### src/rtl/led_blink_pkg.sv
package led_blink_pkg;

    // Power-sequencer state codes seen at the input.
    typedef enum logic [1:0] {
        PWR_IDLE  = 2'd0,
        PWR_STG1  = 2'd1,
        PWR_STG2  = 2'd2,
        PWR_READY = 2'd3
    } pwr_code_e;

    // Display states of the pattern machine.
    typedef enum logic [2:0] {
        DISP_FAST   = 3'd0,
        DISP_FRAME5 = 3'd1,
        DISP_FRAME4 = 3'd2,
        DISP_FRAME3 = 3'd3,
        DISP_USER   = 3'd4
    } disp_e;

    localparam int FRAME_SLOTS = 8;
    localparam int SLOT_W      = $clog2(FRAME_SLOTS);

    // Number of lit slots at the head of the frame for each frame state.
    function automatic logic [SLOT_W:0] lit_slots(input disp_e d);
        logic [SLOT_W:0] n;
        unique case (d)
            DISP_FRAME5: n = (SLOT_W+1)'(5);
            DISP_FRAME4: n = (SLOT_W+1)'(4);
            DISP_FRAME3: n = (SLOT_W+1)'(3);
            default:     n = '0;
        endcase
        return n;
    endfunction

endpackage

### src/rtl/led_mode_decode.sv
module led_mode_decode
    import led_blink_pkg::*;
(
    input  logic [1:0] pwr_state,
    input  logic       cfg_done,
    output disp_e      req
);

    always_comb begin
        unique case (pwr_code_e'(pwr_state))
            PWR_IDLE:  req = DISP_FAST;
            PWR_STG1:  req = DISP_FRAME5;
            PWR_STG2:  req = DISP_FRAME4;
            PWR_READY: req = cfg_done ? DISP_USER : DISP_FRAME3;
            default:   req = DISP_FAST;
        endcase
    end

endmodule

### src/rtl/led_prescaler.sv
module led_prescaler #(
    parameter int HALF_CYC = 4
) (
    input  logic clk,
    input  logic rst_n,
    input  logic restart,
    output logic phase,
    output logic slot_tick
);

    localparam int CW = (HALF_CYC > 1) ? $clog2(HALF_CYC) : 1;
    localparam logic [CW-1:0] LAST = CW'(HALF_CYC - 1);

    logic [CW-1:0] cnt;
    logic          half_tick;

    assign half_tick = !restart && (cnt == LAST);
    assign slot_tick = half_tick && phase;

    always_ff @(posedge clk or negedge rst_n) begin
        if (!rst_n) begin
            cnt <= '0;
        end else if (restart || cnt == LAST) begin
            cnt <= '0;
        end else begin
            cnt <= cnt + 1'b1;
        end
    end

    always_ff @(posedge clk or negedge rst_n) begin
        if (!rst_n) begin
            phase <= 1'b0;
        end else if (restart) begin
            phase <= 1'b0;
        end else if (half_tick) begin
            phase <= ~phase;
        end
    end

endmodule

### src/rtl/led_slot_counter.sv
module led_slot_counter
    import led_blink_pkg::*;
(
    input  logic              clk,
    input  logic              rst_n,
    input  logic              restart,
    input  logic              slot_tick,
    output logic [SLOT_W-1:0] slot
);

    localparam logic [SLOT_W-1:0] LAST_SLOT = SLOT_W'(FRAME_SLOTS - 1);

    always_ff @(posedge clk or negedge rst_n) begin
        if (!rst_n) begin
            slot <= '0;
        end else if (restart) begin
            slot <= '0;
        end else if (slot_tick) begin
            slot <= (slot == LAST_SLOT) ? '0 : slot + 1'b1;
        end
    end

endmodule

### src/rtl/led_status_blinker.sv
module led_status_blinker
    import led_blink_pkg::*;
#(
    parameter int CLK_HZ  = 50_000_000,
    parameter int BASE_HZ = 12
) (
    input  logic       clk,
    input  logic       rst_n,
    input  logic [1:0] pwr_state,
    input  logic       cfg_done,
    input  logic       user_led,
    output logic       led
);

    localparam int HALF_CYC = (CLK_HZ / BASE_HZ < 2) ? 2 : CLK_HZ / BASE_HZ;

    disp_e             req;
    disp_e             state_q;
    logic              restart;
    logic              phase;
    logic              slot_tick;
    logic [SLOT_W-1:0] slot;
    logic              led_q;

    led_mode_decode u_decode (
        .pwr_state (pwr_state),
        .cfg_done  (cfg_done),
        .req       (req)
    );

    // Transition "switch" whenever the wanted state differs from the current one.
    assign restart = (req != state_q);

    led_prescaler #(.HALF_CYC(HALF_CYC)) u_presc (
        .clk       (clk),
        .rst_n     (rst_n),
        .restart   (restart),
        .phase     (phase),
        .slot_tick (slot_tick)
    );

    led_slot_counter u_slots (
        .clk       (clk),
        .rst_n     (rst_n),
        .restart   (restart),
        .slot_tick (slot_tick),
        .slot      (slot)
    );

    // State register: "hold" keeps the state, "switch" jumps to the request.
    always_ff @(posedge clk or negedge rst_n) begin
        if (!rst_n) begin
            state_q <= DISP_FAST;
        end else begin
            state_q <= req;
        end
    end

    // Output register.
    always_ff @(posedge clk or negedge rst_n) begin
        if (!rst_n) begin
            led_q <= 1'b0;
        end else begin
            unique case (state_q)
                DISP_FAST:   led_q <= ~phase;
                DISP_FRAME5,
                DISP_FRAME4,
                DISP_FRAME3: led_q <= ({1'b0, slot} < lit_slots(state_q));
                DISP_USER:   led_q <= user_led;
                default:     led_q <= 1'b0;
            endcase
        end
    end

    assign led = led_q;

endmodule

### config.mk
export PLATFORM = sky130hd
export DESIGN_NAME = led_status_blinker
export DESIGN_NICKNAME = d
export VERILOG_FILES = /design/src/rtl/led_blink_pkg.sv /design/src/rtl/led_mode_decode.sv /design/src/rtl/led_prescaler.sv /design/src/rtl/led_slot_counter.sv /design/src/rtl/led_status_blinker.sv
export SDC_FILE = /design/constraint.sdc
export NUM_CORES = 1
export LEC_CHECK = 0
export ABC_AREA = 1
export CAP_MARGIN = 40
export CELL_PAD_IN_SITES_DETAIL_PLACEMENT = 1
export CELL_PAD_IN_SITES_GLOBAL_PLACEMENT = 1
export CORE_UTILIZATION = 50
export CTS_BUF_LIST = sky130_fd_sc_hd__clkbuf_4
export DETAILED_ROUTE_END_ITERATION = 7
export PLACE_DENSITY = 0.9
export SETUP_SLACK_MARGIN = 0.4
export SLEW_MARGIN = 25
export SYNTH_ARGS = -nofsm -noshare
export SYNTH_HDL_FRONTEND = slang
export SYNTH_SLANG_ARGS = --single-unit
### constraint.sdc
create_clock -name clk -period 3.7 [get_ports clk]
set_clock_uncertainty 0.1 [all_clocks]
set_input_delay 0.925 -clock clk [delete_from_list [all_inputs] [get_ports clk]]
set_output_delay 0.925 -clock clk [all_outputs]
set_load 0.02 [all_outputs]
# Word level (Yosys, flattened, before mapping)
# Cells that the tools add are included.
# totals
regBits	30
in_bits	6
output_inout_bits	1
word_cells	39
# op_classes
add_sub_neg	2
n_lt_le_gt_ge	1
n_eq_ne	10
muxes	11
bitwise_logic	1
n_reduce_logical	9
# op_table
op	count
22-bit by 1-bit adder with 22-bit output (second input constant)	1
22-bit == test (second input constant)	1
22-bit two-way mux	1
3-bit two-way mux	4
3-bit case mux with 4 select lines	1
3-bit case mux with 3 select lines	1
3-bit by 2-bit == test with 1-bit output (second input constant)	2
3-bit == test (second input constant)	2
2-bit == test (second input constant)	2
3-bit by 4-bit < comparator with 1-bit output	1
4-bit two-way mux	1
2-bit nonzero test	2
3-bit by 1-bit adder with 3-bit output (second input constant)	1
3-bit by 1-bit == test with 1-bit output (second input constant)	1
3-bit zero test	1
3-bit inequality test	1
1-bit case mux with 3 select lines	1
3-bit OR reduction	1
2-bit by 1-bit == test with 1-bit output (second input constant)	1
1-bit logical AND	2
2-bit zero test	1
1-bit two-way mux	2
1-bit zero test	1
1-bit logical OR	1
1-bit inverter	1

# Logic depth before layout (Yosys ltp)
# Gate-level depths: netlist of run 1.
# depth
ltp_word	8
depth_mapped	9
ltp_nobuf	9

# Cells and area by module
# A second synthesis of run 1 with hierarchy kept.
# hier_totals
cells_unflattened	266
area_unflattened_um2	1924.3
# modules_own_cells
mod	n_inst	cells_each	area_each_um2	seq_area_each_um2
led_prescaler	1	217	1517.7	575.6
led_status_blinker	1	26	230.2	100.1
led_slot_counter	1	17	151.4	75.1
led_mode_decode	1	6	25.0	0.0

# Least setup slack after synthesis of run 1
# No wires, ideal clock.
# synth_timing
path_type	input to register
start	in pwr_state[1]
end	reg u_presc.cnt[8]
setup_ps	80
arrival_time_ps	1672
required_time_ps	3520
slack_ps	1849
cell_stages	8
path_buffers	1
cell_sequence	nand2_1 nand2_1 nand2_1 nand2_2 nor2_8 nand2_4 buf_12 nor3_4
# synth_via
elab_chain_cells	5
word_cells_on_any_way	8
classes_between	eq/ne (4); mux (2); reduce/logical (2)
# synth_lines
element	line_no	source
from (decl)	led_status_blinker.sv:9	input logic [1:0] pwr_state,
2-bit == test, or another cell as far along	led_mode_decode.sv:10	unique case (pwr_code_e'(pwr_state))
3-bit case mux with 4 select lines *	led_mode_decode.sv:10	
3-bit inequality test *	led_status_blinker.sv:32	assign restart = (req != state_q);
1-bit logical OR *	led_prescaler.sv:23	end else if (restart || cnt == LAST) begin
22-bit two-way mux *	led_prescaler.sv:23	
to (signal assigned)	led_prescaler.sv:26	cnt <= cnt + 1'b1;
to (decl)	led_prescaler.sv:14	logic [CW-1:0] cnt;
# Mark *: on every way between the ends. The rest lies on a longest branch, timed or not.
# A chain may end at the register's enable or synchronous reset.

# Worst setup path in the final report of run 1
# layout_timing
start	in pwr_state[0]
end	reg u_presc.cnt[3]
# The elaborated chain is that of the path after synthesis.

==> results of run 1 <==
[area by class of cell]
cell class	count	share of cell area, %
repair buffers	7	3.23
well taps	48	2.87
inverters	27	4.84
multi-input cells	201	50.7
flip-flops and latches	30	35.8
clock buffers	7	2.51
[logic make-up after synthesis]
kind of cell	after synthesis
compound gates	5
xor+xnor	8
buf+inv	29
simple gates	182
fa+ha+maj	6
flops	30
[cells in the final DEF (no fill, tap or decap)]
cell type        synthesis  final
nand2_1                 72     72
nor2_1                  55     55
dfrtp_1                 30     30
inv_1                   27     27
nand3_1                 20     20
nor2_2                  12     12
clkbuf_4                 0      7
xor2_1                   6      6
ha_1                     6      6
clkdlybuf4s50_1          0      6
nor3_4                   5      5
nor3_1                   4      4
nand4_1                  4      4
nand3b_1                 3      3
nand2_2                  3      3
xnor2_1                  2      2
o21ai_0                  2      2
nand3_2                  1      1
nand3_4                  1      1
nor2_8                   1      1
nand2_4                  1      1
a21oi_4                  1      1
a21oi_1                  1      1
o211ai_1                 1      1
buf_4                    0      1
[stage by stage]
stage	area [sq um]	power, uW	cells	setup WS (ps)
6_report	2090	606	320	1390
5_1_grt	2090	630	320	1280
4_1_cts	2090	616	320	1370
3_5_place_dp	2040	414	313	1010
3_3_place_gp	2040	411	313	1120
2_1_floorplan	1950	393	260	1850
[worst max-delay path: cells and delay by family]
family | cells | cell delay (ps)
simple gates | 6 | 950
buf+inv | 1 | 580
[state kept, by name (all words and copies together) (netlist names)]
name	count
led	1
state_q	3
u_presc.cnt	22
u_presc.phase	1
u_slots.slot	3
[power groups by stage]
stage               registers [uW]  logic (uW)  clock network, uW
global placement               347        64.2                  0
CTS                            341        67.0                209
detailed placement             347        66.9                  0
floorplan                      347        46.4                  0
finish                         341        64.9                201
global route                   342        73.4                214
[layer usage]
layer	up-vias	part of all wire, %	routed length [um]
met2	23	52	2440
li1	834	-	-
met1	795	44	2060
met4	0	1.1	51
met5	-	0	0
met3	4	2.7	125
[worst max-delay path by stage]
stage / startpoint / endpoint / slack (ps)
final: pwr_state[0] / u_presc.cnt[3]$_DFF_PN0_ / 1390
after global routing: pwr_state[0] / u_presc.cnt[3]$_DFF_PN0_ / 1280
after CTS: pwr_state[1] / u_presc.cnt[3]$_DFF_PN0_ / 1370
after detailed placement: pwr_state[1] / u_presc.cnt[3]$_DFF_PN0_ / 1010
after global placement: pwr_state[0] / u_presc.cnt[3]$_DFF_PN0_ / 1120
after floorplan: pwr_state[1] / u_presc.cnt[8]$_DFF_PN0_ / 1850
==> impl_metrics.csv, run 1 <==
group,metric,value,unit
status,status,"complete, no violations",
synth,synthFlopType,"dfrtp_1",
synth,synth.distinct_cells,24,
synth,ys_warn_count,0,
global_route,grt_max_degree,31,
critical_path,cp.required,3850,ps
drt,wl,4.68,mm
floorplanning,initial_core_util,52.7,%
critical_path,slowest_stage,"clkdlybuf4s50_1",
power_and_ir_drop,powerDensity,289,nW/um^2
clock_tree,numCtsBuffers,5,
sta,setup_tns,0,ps
synth,syn_inst,260,
sta,post-route-period-util,62.5,%
critical_path,reg2reg_slack,1840,ps
clock_tree,cts_resized,0,
global_route,grt_busiest_layer,"met2",
finish,final_nets,284,
clock_tree,path_clk_slew,90,ps
worst_hold_path,hp-class,"reg -> reg",
sta,worstMarginPinSlew,407,ps
worst_hold_path,hold_start,"u_slots.slot[1]$_DFFE_PN0P_",
critical_path,end_kind,"flop",
clock_tree,postCtsSetupBuffers,0,
synth,synth_common_cells,"72 x nand2_1, 55 x nor2_1, 30 x dfrtp_1, 27 x inv_1, 20 x nand3_1",
placement,port_buffers,6,
synth,synth-simple-area-share,45.1,%
synth,ys_ff_latch,30,
synth,synth_top_area_share,38.6,%
finish,seq_area,751,sq um
synth,yosys.area_share.adder,3.86,%
synth,synthArstFlopShare,100,%
critical_path,reg2reg_from,"u_presc.cnt[0]$_DFF_PN0_",
drt,drt_iter0_drc,55,
critical_path,crit_path_frequent_cell,"nand2_1",
drt,via_count,1656,
global_route,grt_use_met2,47.0,%
finish,diodes,0,
finish,synthToLayoutAreaGrowth,7.65,%
finish,layout-drive-gt1-share,12.1,%
sta,hold_violations,0,
critical_path,reg2reg_depth,7,
global_route,grt_first_pass_wirelength,8.31,mm
sta,fmax,0.433,GHz
power_and_ir_drop,p_seq_share,56.2,%
clock_tree,ctsHoldBuffers,0,
floorplanning,core_region_area,3690,sq um
sta,finalCriticalPeriod,2310,ps
sta,holdWs,473,ps
placement,dp_hpwl,3.61,mm
synth,synth_compound_area_share,1.99,%
sta,relSlewSlack,72.8,%
finish,multi_input_area,1060,sq um
worst_hold_path,min_path_cells,2,
worst_hold_path,hold_end,"u_slots.slot[1]$_DFFE_PN0P_",
floorplanning,die_w,64.4,um
floorplanning,die_h,64.4,um
drt,avgRoutedWirePerCell,14.6,um
drt,postRouteAntennaNets,0,
synth,ys_top_cells_by_area,"dfrtp_1 39%, nand2_1 14%, nor2_1 11%, inv_1 5.2%, nand3_1 5.1%",
synth,netlist_area,1950,sq um
drt,vias_per_cell,5.18,
global_route,globalRouteMet1Util,31.9,%
run,cap_violations,0,
global_route,grt_pass1_vias,1794,
critical_path,cp-start-kind,"input pin",
finish,n_fill_cell,490,
critical_path,rr_endpoint,"u_presc.cnt[12]$_DFF_PN0_",
synth,muxShareOfSynthArea,0,%
critical_path,path_max_fanout,21,
power_and_ir_drop,power_switching,166,uW
global_route,grt_overflow,0,
power_and_ir_drop,ir_drop,0.000163,V
synth,synth_top_family_by_area,"simple AND/OR/NAND/NOR gates",
finish,final_util,56.8,%
global_route,antenna_found_initial,0,
power_and_ir_drop,pwr-share-clk,33.1,%
placement,place_congestion,0.858,
synth,synth_edf_count,0,
critical_path,path_class,"in -> reg",
global_route,grtUsageTotal,26.6,%
power_and_ir_drop,leakagePower,0.000845,uW
power_and_ir_drop,power.internal,440,uW
sta,rsz0062_at_grt,"no",
critical_path,slowest_delay,580,ps
clock_tree,clockRootBuffer,"clkbuf_4",
clock_tree,clock_latency,330,ps
sta,maxSlewViolCount,0,
drt,first_pass_iters,6,
clock_tree,cts_tree,"yes",
power_and_ir_drop,comb_power_share,10.7,%
drt,drc,0,
synth,avgSynthCellArea,7.48,sq um
critical_path,arrival,2460,ps
power_and_ir_drop,p_sw_share,27.4,%
floorplanning,dieArea,4140,sq um
sta,setup_viol,0,
clock_tree,htree_levels,2,
synth,yosysTopAreaCell,"dfrtp_1",
clock_tree,cts.path.max_buffers,2,
floorplanning,ios,7,
floorplanning,rows,22,
critical_path,path_cells,"clkdlybuf4s50_1 > nand2_1 > nand2_1 > nand2_2 > nor2_8 > nand2_4 > nor3_1",
synth,synthXorXnorAreaFrac,3.60,%
global_route,use_met3,5.00,%
clock_tree,cts.sinks,30,
synth,synth_most_common_cell,"nand2_1",
synth,syn_nets,272,
synth,ys_seq_area_share,38.6,%
No activity file was read; power rests on OpenSTA's default activity.
==> run 2: changes to the inputs <==
- CORE_UTILIZATION: 50 -> 47
- PLACE_DENSITY: 0.9 -> 0.86
- clock period: 3.7 -> 2.17 ns (I/O delays scaled with it)
==> run 2 against run 1 <==
Against the previous run: utilization shrank 2.8 points; sequential share of layout area shrank 1.0 points; via count shrank 0.30%; first-iteration DRC count grew 67%; register-to-register slack lost 1300 ps; non-clock buffer count grew 3; global-route usage shrank 2.7 points.
==> impl_metrics.csv, run 2 (synthesis results as in run 1) <==
group,metric,value,unit
global_route,grt_first_pass_wirelength,7.59,mm
finish,largestRegisters,"u_presc.cnt: 22 flops, state_q: 3 flops, u_slots.slot: 3 flops",
finish,layoutNonFillerInstCount,326,
floorplanning,die_w,66.3,um
clock_tree,clock_latency,340,ps
critical_path,arrival,1020,ps
global_route,grt_overflow,0,
finish,top_register,"u_presc.cnt",
clock_tree,numCtsBuffers,5,
critical_path,path_delay_family,"flip-flops",
global_route,antenna_found_initial,0,
critical_path,path_cells,"dlygate4sd2_1",
sta,hold_violations,0,
floorplanning,rows,23,
finish,diodes,0,
critical_path,reg2reg_depth,7,
clock_tree,htree_levels,2,
worst_hold_path,min_path_cells,3,
placement,post-place-ws,34.0,ps
floorplanning,ios,7,
critical_path,path_class,"reg -> out",
critical_path,reg2reg_from,"u_presc.cnt[0]$_DFF_PN0_",
drt,wl,4.43,mm
drt,via_count,1651,
finish,synthToLayoutAreaGrowth,10.9,%
critical_path,rr_endpoint,"u_presc.cnt[12]$_DFF_PN0_",
clock_tree,cts.path.max_buffers,2,
floorplanning,die_h,66.3,um
critical_path,cp-start-kind,"flop",
sta,setup_ws,507,ps
worst_hold_path,hold_start,"cfg_done",
finish,mostFrequentLayoutCell,"nand2_1",
drt,first_pass_iters,4,
status,status,"complete, no violations",
sta,rsz0062_at_grt,"no",
clock_tree,cts.sinks,30,
floorplanning,dieArea,4400,sq um
finish,final_util,54.0,%
critical_path,startpoint,"led$_DFF_PN0_",
run,cap_violations,0,
sta,fmax,0.601,GHz
finish,final_nets,287,
sta,worstMarginPinSlew,396,ps
sta,post-route-period-util,76.6,%
clock_tree,clockRootBuffer,"clkbuf_4",
finish,layout-drive-gt1-share,12.7,%
power_and_ir_drop,powerDensity,472,nW/um^2
sta,setup_viol,0,
drt,drt_iter0_drc,92,
sta,holdWs,433,ps
critical_path,endpoint,"led",
sta,setup_tns,0,ps
global_route,grt_pass1_vias,1680,
placement,dp_hpwl,3.58,mm
drt,vias_per_cell,5.06,
power_and_ir_drop,ir_drop,0.000466,V
drt,drc,0,
global_route,grtUsageTotal,23.9,%
drt,postRouteAntennaNets,0,
floorplanning,initial_core_util,48.6,%
clock_tree,ctsHoldBuffers,0,
placement,dp_cells,318,
global_route,grt_max_degree,31,
critical_path,slowest_delay,370,ps
critical_path,cp.required,1530,ps
finish,final_cell_mix,"72 x nand2_1, 55 x nor2_1, 29 x dfrtp_1",
sta,maxSlewViolCount,0,
finish,largest_reg_flops,22,
critical_path,path_max_fanout,1,
sta,finalCriticalPeriod,1660,ps
placement,place_congestion,0.819,
critical_path,slowest_stage,"dfrtp_1",
placement,port_buffers,6,
drt,avgRoutedWirePerCell,13.6,um
critical_path,cp_num_buf_inv,1,
power_and_ir_drop,leakagePower,0.000892,uW
critical_path,end_kind,"output pin",
sta,relSlewSlack,73.6,%
clock_tree,cts_tree,"yes",
critical_path,reg2reg_slack,530,ps
worst_hold_path,hp-class,"in -> reg",
clock_tree,path_clk_slew,90,ps
critical_path,cp.depth,1,
floorplanning,core_region_area,4000,sq um
[run 2: worst min path at each step]
stage,endpoint
finish,state_q[2]$_DFF_PN0_
CTS,u_presc.cnt[0]$_DFF_PN0_
detailed placement,u_slots.slot[1]$_DFFE_PN0P_
floorplan,led$_DFF_PN0_
global placement,u_slots.slot[1]$_DFFE_PN0P_
global route,state_q[2]$_DFF_PN0_
[run 2: cell type report]
cell class | instances | area (sq um)
fill | 531 | 1840
sequential | 30 | 752
multi-input combinational | 201 | 1070
clock buffer | 5 | 37.5
tap | 50 | 62.6
timing repair buffer | 10 | 121
inverter | 27 | 101
clock inverter | 3 | 11.3
[run 2: stage by stage]
step                total power (uW)  cell area (sq um)
floorplan                        671               1950
CTS                             1040               2140
global route                    1070               2160
global placement                 723               2090
detailed placement               726               2090
finish                          1020               2160
[run 2: power breakdown]
part           leakage [uW]  switching (uW)  internal (uW)
Clock             0.0000277             195            115
Sequential         0.000410            12.3            568
Combinational      0.000455            77.7           51.0
[run 2: repair_timing]
action,4_1_cts,5_1_grt
gates resized for setup,2,5
pin swaps,0,0
setup buffers,0,0
endpoints found under the setup margin,2,7
gates cloned,0,0
[run 2: layer usage]
metal  vias up  wire (um)  share of wire [%]  track usage [%]
met5         -          0                  0                0
met4         0         81                1.8             7.98
met3         8        123                2.8             5.69
met2        19       2350                 53             42.9
met1       788       1880                 42             27.6
li1        836          -                  -                -
==> run 3: changes to the inputs <==
- clock period: 2.17 -> 1.6 ns (I/O delays scaled with it)
==> run 3 against run 2 <==
Against the previous run: the flow now finishes with violations (design-rule violations, negative setup slack); global-route usage up 11 points; total power up 57%; clock power rose by 50%; non-clock buffer count grew 30; worst setup slack got worse by 680 ps; flip-flop and latch count stayed put; critical endpoint is now u_presc.cnt[10]$_DFF_PN0_; largest power group unchanged.
==> impl_metrics.csv, run 3 (synthesis results as in run 1) <==
group,metric,value,unit
critical_path,reg2reg_from,"u_presc.cnt[5]$_DFF_PN0_",
run,cap_violations,0,
power_and_ir_drop,powerDensity,580,nW/um^2
sta,setup_ws,-176,ps
finish,layout-drive-gt1-share,43.1,%
floorplanning,ios,7,
sta,worstMarginPinSlew,420,ps
sta,post-route-period-util,111,%
drt,postRouteAntennaNets,0,
floorplanning,die_h,66.3,um
power_and_ir_drop,leakagePower,0.00108,uW
sta,relSlewSlack,71.8,%
placement,place_congestion,0.874,
placement,port_buffers,6,
finish,largest_reg_flops,22,
global_route,grt_first_pass_wirelength,10.9,mm
finish,synthToLayoutAreaGrowth,41.4,%
critical_path,path_max_fanout,4,
critical_path,path_class,"reg -> reg",
global_route,grt_max_degree,31,
sta,rsz0062_at_grt,"yes",
floorplanning,die_w,66.3,um
global_route,grt_pass1_vias,2121,
sta,maxSlewViolCount,0,
finish,final_nets,317,
power_and_ir_drop,ir_drop,0.000741,V
clock_tree,cts_tree,"yes",
drt,vias_per_cell,5.84,
floorplanning,core_region_area,4000,sq um
worst_hold_path,hp-class,"in -> async",
placement,post-place-ws,-339,ps
placement,dp_cells,332,
finish,top_register,"u_presc.cnt",
clock_tree,cts.sinks,30,
sta,fmax,0.563,GHz
critical_path,reg2reg_depth,7,
clock_tree,cts.path.max_buffers,2,
global_route,grtUsageTotal,34.6,%
global_route,grt_overflow,0,
finish,largestRegisters,"u_presc.cnt: 22 flops, state_q: 3 flops, u_slots.slot: 3 flops",
status,violations,"design-rule violations, negative setup slack",
finish,n_fill_cell,469,
clock_tree,path_clk_slew,130,ps
sta,hold_violations,0,
finish,mostFrequentLayoutCell,"nand2_1",
critical_path,reg2reg_slack,-180,ps
clock_tree,clockRootBuffer,"clkbuf_4",
floorplanning,initial_core_util,48.6,%
critical_path,arrival,1910,ps
status,status,"complete, but fails checks",
drt,drc,2,
clock_tree,numCtsBuffers,5,
drt,via_count,2066,
global_route,antenna_found_initial,0,
critical_path,cp-start-kind,"flop",
critical_path,rr_endpoint,"u_presc.cnt[10]$_DFF_PN0_",
floorplanning,dieArea,4400,sq um
sta,holdWs,287,ps
drt,wl,8.20,mm
floorplanning,rows,23,
drt,drt_iter0_drc,202,
placement,dp_hpwl,3.94,mm
finish,layoutNonFillerInstCount,354,
critical_path,end_kind,"flop",
drt,first_pass_iters,6,
clock_tree,clock_latency,370,ps
finish,diodes,0,
drt,avgRoutedWirePerCell,23.2,um
critical_path,cp.required,1730,ps
clock_tree,htree_levels,2,
sta,finalCriticalPeriod,1780,ps
sta,setup_viol,26,
clock_tree,ctsHoldBuffers,0,
finish,final_cell_mix,"64 x nand2_1, 26 x nor2_1, 22 x nor2_2, 22 x buf_4",
run 3: cell count changes in the layout (fill, tap and decap cells not counted), moves of 7 or more:
cell	change
nand3_2	+7
nand2_1	-8
dfrtp_2	+8
nor2_2	+12
nor2_1	-29
dfrtp_1	-8
nand2_2	+7
buf_4	+20
nor2_4	+17
nand3_1	-9
run 3: cell type report:
type / count / area, sq um / share of cell area [%]
tap: 50 / 62.6 / 2.27
multi-input combinational: 201 / 1360 / 49.3
sequential: 30 / 762 / 27.7
clock inverter: 1 / 3.75 / 0.136
clock buffer: 5 / 37.5 / 1.36
inverter: 27 / 101 / 3.69
timing repair buffer: 40 / 427 / 15.5
run 3: what timing repair did:
item | 4_1_cts | 5_1_grt
setup buffers | 13 | 2
cloned | 1 | 0
setup endpoints to repair | 28 | 28
gates resized for setup | 39 | 61
pin swaps | 13 | 14
run 3: how the worst max path moves through the flow:
stage                                        start                         to  slack (ps)  depth (start not counted)
after CTS                 u_presc.cnt[1]$_DFF_PN0_   u_presc.cnt[8]$_DFF_PN0_          60                          9
after detailed placement              pwr_state[0]   u_presc.cnt[2]$_DFF_PN0_        -340                          9
after floorplan           u_presc.cnt[1]$_DFF_PN0_   u_presc.cnt[8]$_DFF_PN0_         170                          8
after global routing      u_presc.cnt[2]$_DFF_PN0_  u_presc.cnt[10]$_DFF_PN0_        -250                          7
after global placement                pwr_state[1]  u_presc.cnt[13]$_DFF_PN0_        -280                          9
final                     u_presc.cnt[5]$_DFF_PN0_  u_presc.cnt[10]$_DFF_PN0_        -180                          7
run 3: per-stage QoR:
step                utilization, %  cell area [sq um]  total power, uW  TNS, ps
global placement              56.0               2240             1010    -6720
finish                        68.8               2750             1600    -1840
floorplan                        -               1960              914        0
global route                  68.8               2750             1640    -3160
CTS                           63.3               2530             1500        0
detailed placement            56.0               2240             1010    -7460
run 3: report_power, final:
part / switching (uW) / total (uW) / internal [uW]
Clock: 314 / 465 / 150
Sequential: 22.9 / 795 / 772
Combinational: 173 / 336 / 164
Total: 510 / 1600 / 1090
run 3: routing by layer:
layer  routed length (um)  GRT usage, %  vias to the layer above
met5                    0             0                        -
met4                  495          18.6                        0
met3                  415          8.10                       39
met2                 4060          61.9                       84
met1                 3230          37.4                     1044
li1                     -             -                      899
run 3: worst max-delay path, cell delays in order (launching register included):
cell and delay [ps]:
dfrtp_1 440, nand2_1 140, nor2_1 270, nand2_1 210
inv_1 130, nand2_1 90, xor2_1 240, nor2_2 50
